`config.mk`:
```
export PLATFORM = sky130hd
export DESIGN_NAME = manch_word_rx
export DESIGN_NICKNAME = d
export VERILOG_FILES = /design/src/rtl/mwr_pkg.sv /design/src/rtl/mwr_line_front.sv /design/src/rtl/mwr_run_tracker.sv /design/src/rtl/mwr_bit_slicer.sv /design/src/rtl/mwr_word_ctrl.sv /design/src/rtl/manch_word_rx.sv
export SDC_FILE = /design/constraint.sdc
export NUM_CORES = 1
export LEC_CHECK = 0
export CORE_UTILIZATION = 40
export DETAILED_ROUTE_END_ITERATION = 8
export DONT_BUFFER_PORTS = 1
export PLACE_DENSITY_LB_ADDON = 0.05
export SYNTH_ARGS = -nofsm -noshare
export SYNTH_HDL_FRONTEND = slang
export SYNTH_SLANG_ARGS = --single-unit
```
`constraint.sdc`:
```
create_clock -name clk -period 2.05 [get_ports clk]
set_input_delay 0.3075 -clock clk [delete_from_list [all_inputs] [get_ports clk]]
set_output_delay 0.3075 -clock clk [all_outputs]
set_load 0.1 [all_outputs]
```
`src/rtl/mwr_pkg.sv`:
```
// Shared types for the Manchester word receiver.
// Assumes: one sample per clock and a fixed number of samples per bit.
package mwr_pkg;

    // Decoder phases: searching, checking the second half of sync, bits.
    typedef enum logic [1:0] {
        ST_HUNT    = 2'd0,
        ST_CONFIRM = 2'd1,
        ST_BITS    = 2'd2
    } mwr_state_t;

    // One decided bit: a strobe, its value and a malformed flag.
    typedef struct packed {
        logic strobe;
        logic value;
        logic bad;
    } mwr_bit_t;

endpackage

```
`src/rtl/mwr_line_front.sv`:
```
// Line front end: turns the unipolar input or the bipolar pair into one
// registered level. Assumes the inputs are already synchronous to clk.
// If both pair inputs are equal, the last level is kept.
module mwr_line_front (
    input  logic clk,
    input  logic rst_n,
    input  logic sel_unipolar,
    input  logic uni_in,
    input  logic bp_one_in,
    input  logic bp_zero_in,
    output logic line_q
);

    logic pair_defined;

    // A pair is meaningful only when exactly one input is asserted.
    always_comb pair_defined = bp_one_in ^ bp_zero_in;

    // Register the selected level; hold it on an undefined pair.
    always_ff @(posedge clk) begin
        if (!rst_n) begin
            line_q <= 1'b0;
        end else if (sel_unipolar) begin
            line_q <= uni_in;
        end else if (pair_defined) begin
            line_q <= bp_one_in;
        end
    end

endmodule

```
`src/rtl/mwr_run_tracker.sv`:
```
// Run-length tracker: measures how long the line stays at one level.
// When the line changes level after a run that is 1.5 bit times long
// (within a tolerance), it flags a sync candidate.
// Assumes SPB is even, so that 1.5 bit times is a whole number of samples.
module mwr_run_tracker #(
    parameter int SPB = 12,
    parameter int TOL = 1
) (
    input  logic clk,
    input  logic rst_n,
    input  logic line_q,
    output logic sync_hit,
    output logic sync_first
);

    localparam int SYNC_LEN = (3 * SPB) / 2;
    localparam int RUN_MAX  = SYNC_LEN + TOL + 1;
    localparam int RUN_W    = $clog2(RUN_MAX + 1);

    logic             last_q;
    logic [RUN_W-1:0] run_len;
    logic             line_edge;

    // The line changed level between the last two samples.
    always_comb line_edge = line_q ^ last_q;

    // Keep the previous sample and a saturating count of the current run.
    always_ff @(posedge clk) begin
        if (!rst_n) begin
            last_q  <= 1'b0;
            run_len <= '0;
        end else begin
            last_q <= line_q;
            if (line_edge) begin
                run_len <= RUN_W'(1);
            end else if (run_len != RUN_W'(RUN_MAX)) begin
                run_len <= run_len + 1'b1;
            end
        end
    end

    // A finished run inside the tolerance window marks a sync centre.
    always_comb begin
        sync_hit = line_edge
                && (run_len >= RUN_W'(SYNC_LEN - TOL))
                && (run_len <= RUN_W'(SYNC_LEN + TOL));
        sync_first = last_q;
    end

endmodule

```
`src/rtl/mwr_bit_slicer.sv`:
```
// Bit slicer: while enabled, counts the sample phase within a bit cell.
// It captures the first half near its centre and decides the bit near the
// centre of the second half. Assumes phase 0 is the first sample of a cell.
module mwr_bit_slicer
    import mwr_pkg::*;
#(
    parameter int SPB = 12
) (
    input  logic     clk,
    input  logic     rst_n,
    input  logic     en,
    input  logic     line_q,
    output mwr_bit_t bit_o
);

    localparam int PH_W      = $clog2(SPB);
    localparam int FIRST_AT  = SPB / 4;
    localparam int SECOND_AT = (3 * SPB) / 4;

    logic [PH_W-1:0] ph;
    logic            half1;

    // Phase counter within a cell; held at zero while disabled.
    always_ff @(posedge clk) begin
        if (!rst_n || !en) begin
            ph <= '0;
        end else if (ph == PH_W'(SPB - 1)) begin
            ph <= '0;
        end else begin
            ph <= ph + 1'b1;
        end
    end

    // Capture the first-half level at its centre.
    always_ff @(posedge clk) begin
        if (!rst_n) begin
            half1 <= 1'b0;
        end else if (en && (ph == PH_W'(FIRST_AT))) begin
            half1 <= line_q;
        end
    end

    // Decide the bit at the centre of the second half.
    always_comb begin
        bit_o.strobe = en && (ph == PH_W'(SECOND_AT));
        bit_o.value  = half1;
        bit_o.bad    = (half1 == line_q);
    end

endmodule

```
`src/rtl/mwr_word_ctrl.sv`:
```
// Word controller: confirms the second half of sync, then turns decided
// bits into shift pulses, the take-data window, the parity verdict and the
// sync type. Assumes a bit_i strobe once per cell while slice_en is high.
module mwr_word_ctrl
    import mwr_pkg::*;
#(
    parameter int SPB       = 12,
    parameter int DATA_BITS = 16
) (
    input  logic     clk,
    input  logic     rst_n,
    input  logic     dec_reset,
    input  logic     line_q,
    input  logic     sync_hit,
    input  logic     sync_first,
    input  mwr_bit_t bit_i,
    output logic     slice_en,
    output logic     ser_data,
    output logic     shift_clk,
    output logic     take_data,
    output logic     word_valid,
    output logic     cmd_sync
);

    localparam int SYNC_LEN = (3 * SPB) / 2;
    localparam int POS_W    = $clog2(SYNC_LEN + 1);
    localparam int IDX_W    = $clog2(DATA_BITS + 1);
    localparam int VC_W     = $clog2(SPB + 1);

    mwr_state_t       state;
    logic [POS_W-1:0] pos;
    logic             kind;
    logic [IDX_W-1:0] idx;
    logic             par;
    logic [VC_W-1:0]  vcnt;
    logic             confirm_done;

    // The second sync half has lasted long enough to start the bits.
    always_comb confirm_done = (state == ST_CONFIRM) && (pos == POS_W'(SYNC_LEN - 1));

    // Enable the slicer only in the bit phase.
    always_comb slice_en = (state == ST_BITS);

    // The valid pulse lasts as long as its down-counter is non-zero.
    always_comb word_valid = (vcnt != '0);

    // Sequence through hunt, confirm and bits, and drive the data outputs.
    always_ff @(posedge clk) begin
        if (!rst_n || dec_reset) begin
            state     <= ST_HUNT;
            pos       <= '0;
            kind      <= 1'b0;
            idx       <= '0;
            par       <= 1'b0;
            ser_data  <= 1'b0;
            shift_clk <= 1'b0;
            take_data <= 1'b0;
            vcnt      <= '0;
        end else begin
            shift_clk <= 1'b0;
            if (vcnt != '0) begin
                vcnt <= vcnt - 1'b1;
            end
            unique case (state)
                ST_HUNT: begin
                    if (sync_hit) begin
                        state <= ST_CONFIRM;
                        pos   <= POS_W'(1);
                        kind  <= sync_first;
                    end
                end
                ST_CONFIRM: begin
                    if (confirm_done) begin
                        state <= ST_BITS;
                        idx   <= '0;
                        par   <= 1'b0;
                    end else if (line_q == kind) begin
                        state <= ST_HUNT;
                    end else begin
                        pos <= pos + 1'b1;
                    end
                end
                ST_BITS: begin
                    if (bit_i.strobe) begin
                        if (bit_i.bad) begin
                            state     <= ST_HUNT;
                            take_data <= 1'b0;
                        end else if (idx < IDX_W'(DATA_BITS)) begin
                            ser_data  <= bit_i.value;
                            shift_clk <= 1'b1;
                            take_data <= 1'b1;
                            par       <= par ^ bit_i.value;
                            idx       <= idx + 1'b1;
                        end else begin
                            state     <= ST_HUNT;
                            take_data <= 1'b0;
                            if (par ^ bit_i.value) begin
                                vcnt <= VC_W'(SPB);
                            end
                        end
                    end
                end
                default: state <= ST_HUNT;
            endcase
        end
    end

    // Latch the sync type when the sync is confirmed; only master reset clears it.
    always_ff @(posedge clk) begin
        if (!rst_n) begin
            cmd_sync <= 1'b0;
        end else if (!dec_reset && confirm_done) begin
            cmd_sync <= kind;
        end
    end

endmodule

```
`src/rtl/manch_word_rx.sv`:
```
// Manchester II word receiver top. It connects the line front end, the
// run-length sync finder, the bit slicer and the word controller.
// Assumes one clock per line sample at SPB samples per bit.
module manch_word_rx
    import mwr_pkg::*;
#(
    parameter int SPB       = 12,
    parameter int DATA_BITS = 16,
    parameter int SYNC_TOL  = 1
) (
    input  logic clk,
    input  logic rst_n,
    input  logic dec_reset,
    input  logic sel_unipolar,
    input  logic uni_in,
    input  logic bp_one_in,
    input  logic bp_zero_in,
    output logic ser_data,
    output logic shift_clk,
    output logic take_data,
    output logic word_valid,
    output logic cmd_sync
);

    logic     line_q;
    logic     sync_hit;
    logic     sync_first;
    logic     slice_en;
    mwr_bit_t bit_w;

    mwr_line_front u_front (
        .clk          (clk),
        .rst_n        (rst_n),
        .sel_unipolar (sel_unipolar),
        .uni_in       (uni_in),
        .bp_one_in    (bp_one_in),
        .bp_zero_in   (bp_zero_in),
        .line_q       (line_q)
    );

    mwr_run_tracker #(.SPB(SPB), .TOL(SYNC_TOL)) u_runs (
        .clk        (clk),
        .rst_n      (rst_n),
        .line_q     (line_q),
        .sync_hit   (sync_hit),
        .sync_first (sync_first)
    );

    mwr_bit_slicer #(.SPB(SPB)) u_slicer (
        .clk    (clk),
        .rst_n  (rst_n),
        .en     (slice_en),
        .line_q (line_q),
        .bit_o  (bit_w)
    );

    mwr_word_ctrl #(.SPB(SPB), .DATA_BITS(DATA_BITS)) u_ctrl (
        .clk        (clk),
        .rst_n      (rst_n),
        .dec_reset  (dec_reset),
        .line_q     (line_q),
        .sync_hit   (sync_hit),
        .sync_first (sync_first),
        .bit_i      (bit_w),
        .slice_en   (slice_en),
        .ser_data   (ser_data),
        .shift_clk  (shift_clk),
        .take_data  (take_data),
        .word_valid (word_valid),
        .cmd_sync   (cmd_sync)
    );

endmodule

```
# Word level (Yosys, flattened, before mapping)
# Index checks and enable logic that the tools add are counted.
# word_totals
wordCells	108
inputBits	7
reg_bits	34
output_inout_bits	5
# classes
add_sub_neg	5
n_mux	33
n_reduce_logical	26
magnitude_cmp	3
eq_ne	18
n_bitwise	7
# ops
operator	n
5-bit 2-to-1 mux	7
4-bit 2-to-1 mux	6
5-bit case mux with 2 select lines	2
5-bit by 1-bit adder with 5-bit output (second input constant)	3
2-bit 2-to-1 mux	6
4-bit AND reduction	3
1-bit 2-to-1 mux	10
2-bit inequality test (second input constant)	5
4-bit equality test (second input constant)	2
2-bit nonzero test	4
1-bit logical AND	6
2-bit case mux with 3 select lines	1
5-bit equality test (second input constant)	1
5-bit greater-or-equal comparator (second input constant)	1
5-bit less-or-equal comparator (second input constant)	1
5-bit less-than comparator (second input constant)	1
5-bit inequality test (second input constant)	1
5-bit AND reduction	1
4-bit by 1-bit adder with 4-bit output (second input constant)	1
4-bit by 2-bit equality test with 1-bit output (second input constant)	1
2-bit by 1-bit inequality test with 1-bit output (second input constant)	2
1-bit inverter	4
2-bit AND reduction	2
4-bit nonzero test	1
13 further kinds	20

# Depth between registers and ports, before layout
# logic_depth
depth_word	7
ltp_mapped	8
ltp_nobuf	6

# Hierarchy
# Synthesis repeated with hierarchy kept, for this count alone.
# unflattened
hier_cells	191
area_unflattened_um2	1752.9
# modules_own_cells
mod	n_inst	seq_area_each_um2	cells_per_inst	area_per_inst_um2
mwr_word_ctrl	1	440.4	129	1134.8
mwr_run_tracker	1	120.1	31	332.8
mwr_bit_slicer	1	100.1	24	237.7
mwr_line_front	1	20.0	7	47.5

# Worst setup path before layout
# Ideal clock, no wire load.
# synth_timing
path_kind	register to register
from	register u_runs.run_len[2]
to	register u_ctrl.kind
arrival_time_ps	1914
synth_period_minus_slack_ps	1985
stages_incl_launch_ff	6
t_required_ps	1980
path_buffers	1
setup_time_ps	70
slack_ps	65
path_cell_list	dfxtp_1 > or4b_1 > or4_1 > buf_2 > or3b_1 > a21oi_1
# synth_via
elab_chain_cells	4
word_cells_on_any_way	5
classes_between	order compare: 2; reduce/logical: 3
# synth_rtl
item	line	rtl
from (decl)	mwr_run_tracker.sv:21	logic [RUN_W-1:0] run_len;
from (signal assigned)	mwr_run_tracker.sv:37	run_len <= run_len + 1'b1;
5-bit greater-or-equal comparator	mwr_run_tracker.sv:45	&& (run_len >= RUN_W'(SYNC_LEN - TOL))
1-bit logical AND	mwr_run_tracker.sv:45	
1-bit logical AND (*)	mwr_run_tracker.sv:46	&& (run_len <= RUN_W'(SYNC_LEN + TOL));
2-bit AND reduction (no source line) (*)	n/a	
to (signal assigned)	mwr_word_ctrl.sv:69	kind <= sync_first;
to (decl)	mwr_word_ctrl.sv:32	logic kind;
# Mark *: on every way between the ends. The rest lies on a longest branch, timed or not.
# A chain may end at the register's enable or synchronous reset.

# Final worst setup path
# layout_timing
from	register u_runs.run_len[1]
to	register u_ctrl.kind
# The elaborated chain is that of the path after synthesis.

==> qor.json <==
{
  "outcome": "finished, final reports clean",
  "maximum_number_of_pins_on_one_net_before_global_route_repair": 17,
  "post_cts_hold_buffer_count": 0,
  "gr-total-overflow": 0,
  "final.period_utilization_pct": 93.8,
  "largest_family_of_logic_cells_by_synthesized_area": "simple AND/OR/NAND/NOR gates",
  "num_vias": 1425,
  "timing.max_cap.violations": 0,
  "slew_headroom_pct": 52.6,
  "dpl_ws_ns": -0.00488,
  "crit_path_max_fanout": 5,
  "top_ff_cell_synth": "dfxtp_1",
  "post_detailed_placement_cell_area_um2": 1830,
  "ctsLongestPathBuffers": 2,
  "cp.required_ns": 2.25,
  "wire_length_of_the_first_global_routing_pass_um": 5720,
  "die_width_um": 66.9,
  "rows": 23,
  "timing.reg2reg.setup_slack_ns": 0.13,
  "die-height_um": 66.9,
  "synthAdderAreaFrac_pct": 6.69,
  "synth_top_cell_area_share_pct": 40.4,
  "worst_setup_path_end_kind": "flop",
  "static-leakage-power_nw": 0.692,
  "timing.final.max_slew_violations": 0,
  "synthToLayoutAreaGrowth_pct": 15.0,
  "synth_edf_count": 0,
  "final-hold-violation-count": 0,
  "synthesis.nets": 209,
  "netlist.top_cell.by_area": "dfxtp_1",
  "drt_first_iter_violations": 67,
  "flip_flop_and_latch_count_after_synthesis": 34,
  "cellPowerDensity_nw_per_um2": 662,
  "hpwl_um": 2550,
  "postCtsSetupBuffers": 0,
  "final_area_um2": 1940,
  "die-area_um2": 4470,
  "synth.most_common_cell": "dfxtp_1",
  "worst_case_setup_margin_in_the_final_layout_ns": 0.127,
  "globalRouteTotalUtil_pct": 17.2,
  "asyncSetResetFlopFracSynth_pct": 0,
  "kind_of_critical_path": "reg2reg",
  "finalCriticalPeriod_ns": 1.92,
  "rsz_0062_raised_after_global_routing": "false",
  "synth-warning-count": 0,
  "finalClockSkew_ns": 0.00380,
  "start_kind": "flop",
  "postSynthCellCount": 193,
  "cts.sinks": 34,
  "route.detailed.vias_per_inst": 5.50,
  "route.detailed.drc": 0,
  "place.gp.congestion": 0.734,
  "vdd.ir_drop.worst_v": 0.000338,
  "boundaryPins": 12,
  "antenna_found_initial": 0,
  "detail-route-antenna-nets": 0,
  "cts.root.buffer_cell": "clkbuf_8",
  "drive_gt1_share_pct": 13.9,
  "placement.io_buffers": 0,
  "synth_seq_area_share_pct": 40.4,
  "synthXorXnorAreaFrac_pct": 5.20,
  "clkLatencyLatePin_ns": 0.28,
  "synth.top_cells.by_count": "dfxtp_1 (34), a21oi_1 (17), nand2_1 (15), nor2_1 (15), o21ai_0 (11)",
  "vias_in_the_first_global_route": 1328,
  "fin_nets": 224,
  "htree_num_levels": 2,
  "synth.top_cells.by_area": "dfxtp_1 (40%), ha_1 (6.7%), a21oi_1 (5.1%)",
  "synth_simple_gate_area_share_pct": 23.9,
  "wl_per_cell_um": 13.4,
  "drt_pass1_iterations": 5,
  "worst_slew_pin_slew_ns": 0.711,
  "clock.fmax_ghz": 0.520,
  "floorplan.core_area_um2": 4030,
  "hold_path.class": "in2reg",
  "synth_mux_area_share_pct": 2.38,
  "wl_um": 3480,
  "initial_core_util_pct": 41.8,
  "clk_pin_slew_worst_paths_ns": 0.07,
  "cts_tree": "done",
  "setup-violations-final": 0,
  "syn_area_um2": 1680,
  "synth_compound_area_share_pct": 17.6,
  "post_synth_num_cell_types": 39,
  "numCtsBuffers": 5,
  "p_total_mw": 1.28,
  "worstPathArrival_ns": 2.12,
  "synth.avg_cell_area_um2": 8.72,
  "antennaDiodeCount": 0
}
final timing paths:
kind,start,end,depth (start not counted)
setup reg to reg,u_runs.run_len[1],u_ctrl.kind,5
setup / recovery,u_runs.run_len[1],u_ctrl.kind,5
hold / removal,rst_n,u_runs.sync_first,1
hold reg to reg,u_ctrl.ser_data,u_ctrl.ser_data,2
critical path, stage by stage (launching register included):
cell,delay [ns]
dfxtp_1,0.39
ha_2,0.23
and3b_1,0.18
or4_4,0.54
or3b_1,0.39
a21oi_1,0.12
registers in the layout, indices dropped and copies added (netlist names):
register and flops:
u_ctrl.pos 5, u_slicer.ph 4, u_ctrl.shift_clk 1, u_ctrl.state 2, u_ctrl.idx 5, u_runs.run_len 5
u_ctrl.cmd_sync 1, u_ctrl.kind 1, u_ctrl.ser_data 1, u_ctrl.vcnt 4, u_front.line_q 1, u_runs.sync_first 1
u_ctrl.take_data 1, u_slicer.half1 1, u_ctrl.par 1
layout by cell type (no fill, tap or decap), types with 2 or more instances in the layout:
cell       count
nor3b_1        2
inv_1          9
a21oi_2        2
nor2b_1        5
buf_4         15
o211ai_1       4
dfxtp_1       33
a2111o_1       2
a21oi_1       15
nand2_1       15
clkbuf_8       6
a211oi_1       5
mux2i_1        4
xor2_1         4
nor2_1        15
and3b_1        3
nand2b_1       5
o21ai_0       11
nor3_1         3
ha_1           8
o2111ai_1      3
nand3_1        9
a21boi_0       2
nand3b_1       3
xnor2_1        6
area by class of cell:
| cell class | count | area (um2) |
|---|---|---|
| timing repair buffer | 15 | 113 |
| tap | 50 | 62.6 |
| fill | 407 | 2090 |
| clock inverter | 1 | 5.00 |
| inverter | 9 | 33.8 |
| multi-input combinational | 143 | 953 |
| sequential | 34 | 682 |
| clock buffer | 7 | 86.3 |
layer usage:
layer	track usage, %	part of all wire [%]	vias up
met5	0	0	-
met4	6.38	0.69	0
met3	4.45	2.9	6
met2	28.3	48	18
met1	21.4	49	682
li1	-	-	719
through the flow:
step	TNS (ns)	utilization (%)	instances	hold WS, ns
2_1_floorplan	0	-	193	0.434
3_3_place_gp	0	45.4	251	0.438
3_5_place_dp	-0.00488	45.4	251	0.441
4_1_cts	0	47.8	259	0.147
5_1_grt	0	48.0	259	0.145
6_report	0	48.0	259	0.156
cell families after synthesis:
kind of cell / after synthesis
mux: 4
buf+inv: 16
xor+xnor: 10
compound gates: 47
simple gates: 73
fa+ha+maj: 9
flops: 34
power breakdown:
group	total [mW]	switching, mW	internal, mW	leakage [nW]
clock	0.498	0.228	0.271	0.0482
combinational	0.102	0.0650	0.0365	0.368
sequential	0.682	0.0105	0.671	0.275
repair_timing:
action,4_1_cts,5_1_grt
resized for setup,1,4
endpoints found under the setup margin,2,4
pin swaps,0,1
(Power assumes the default switching activity.)
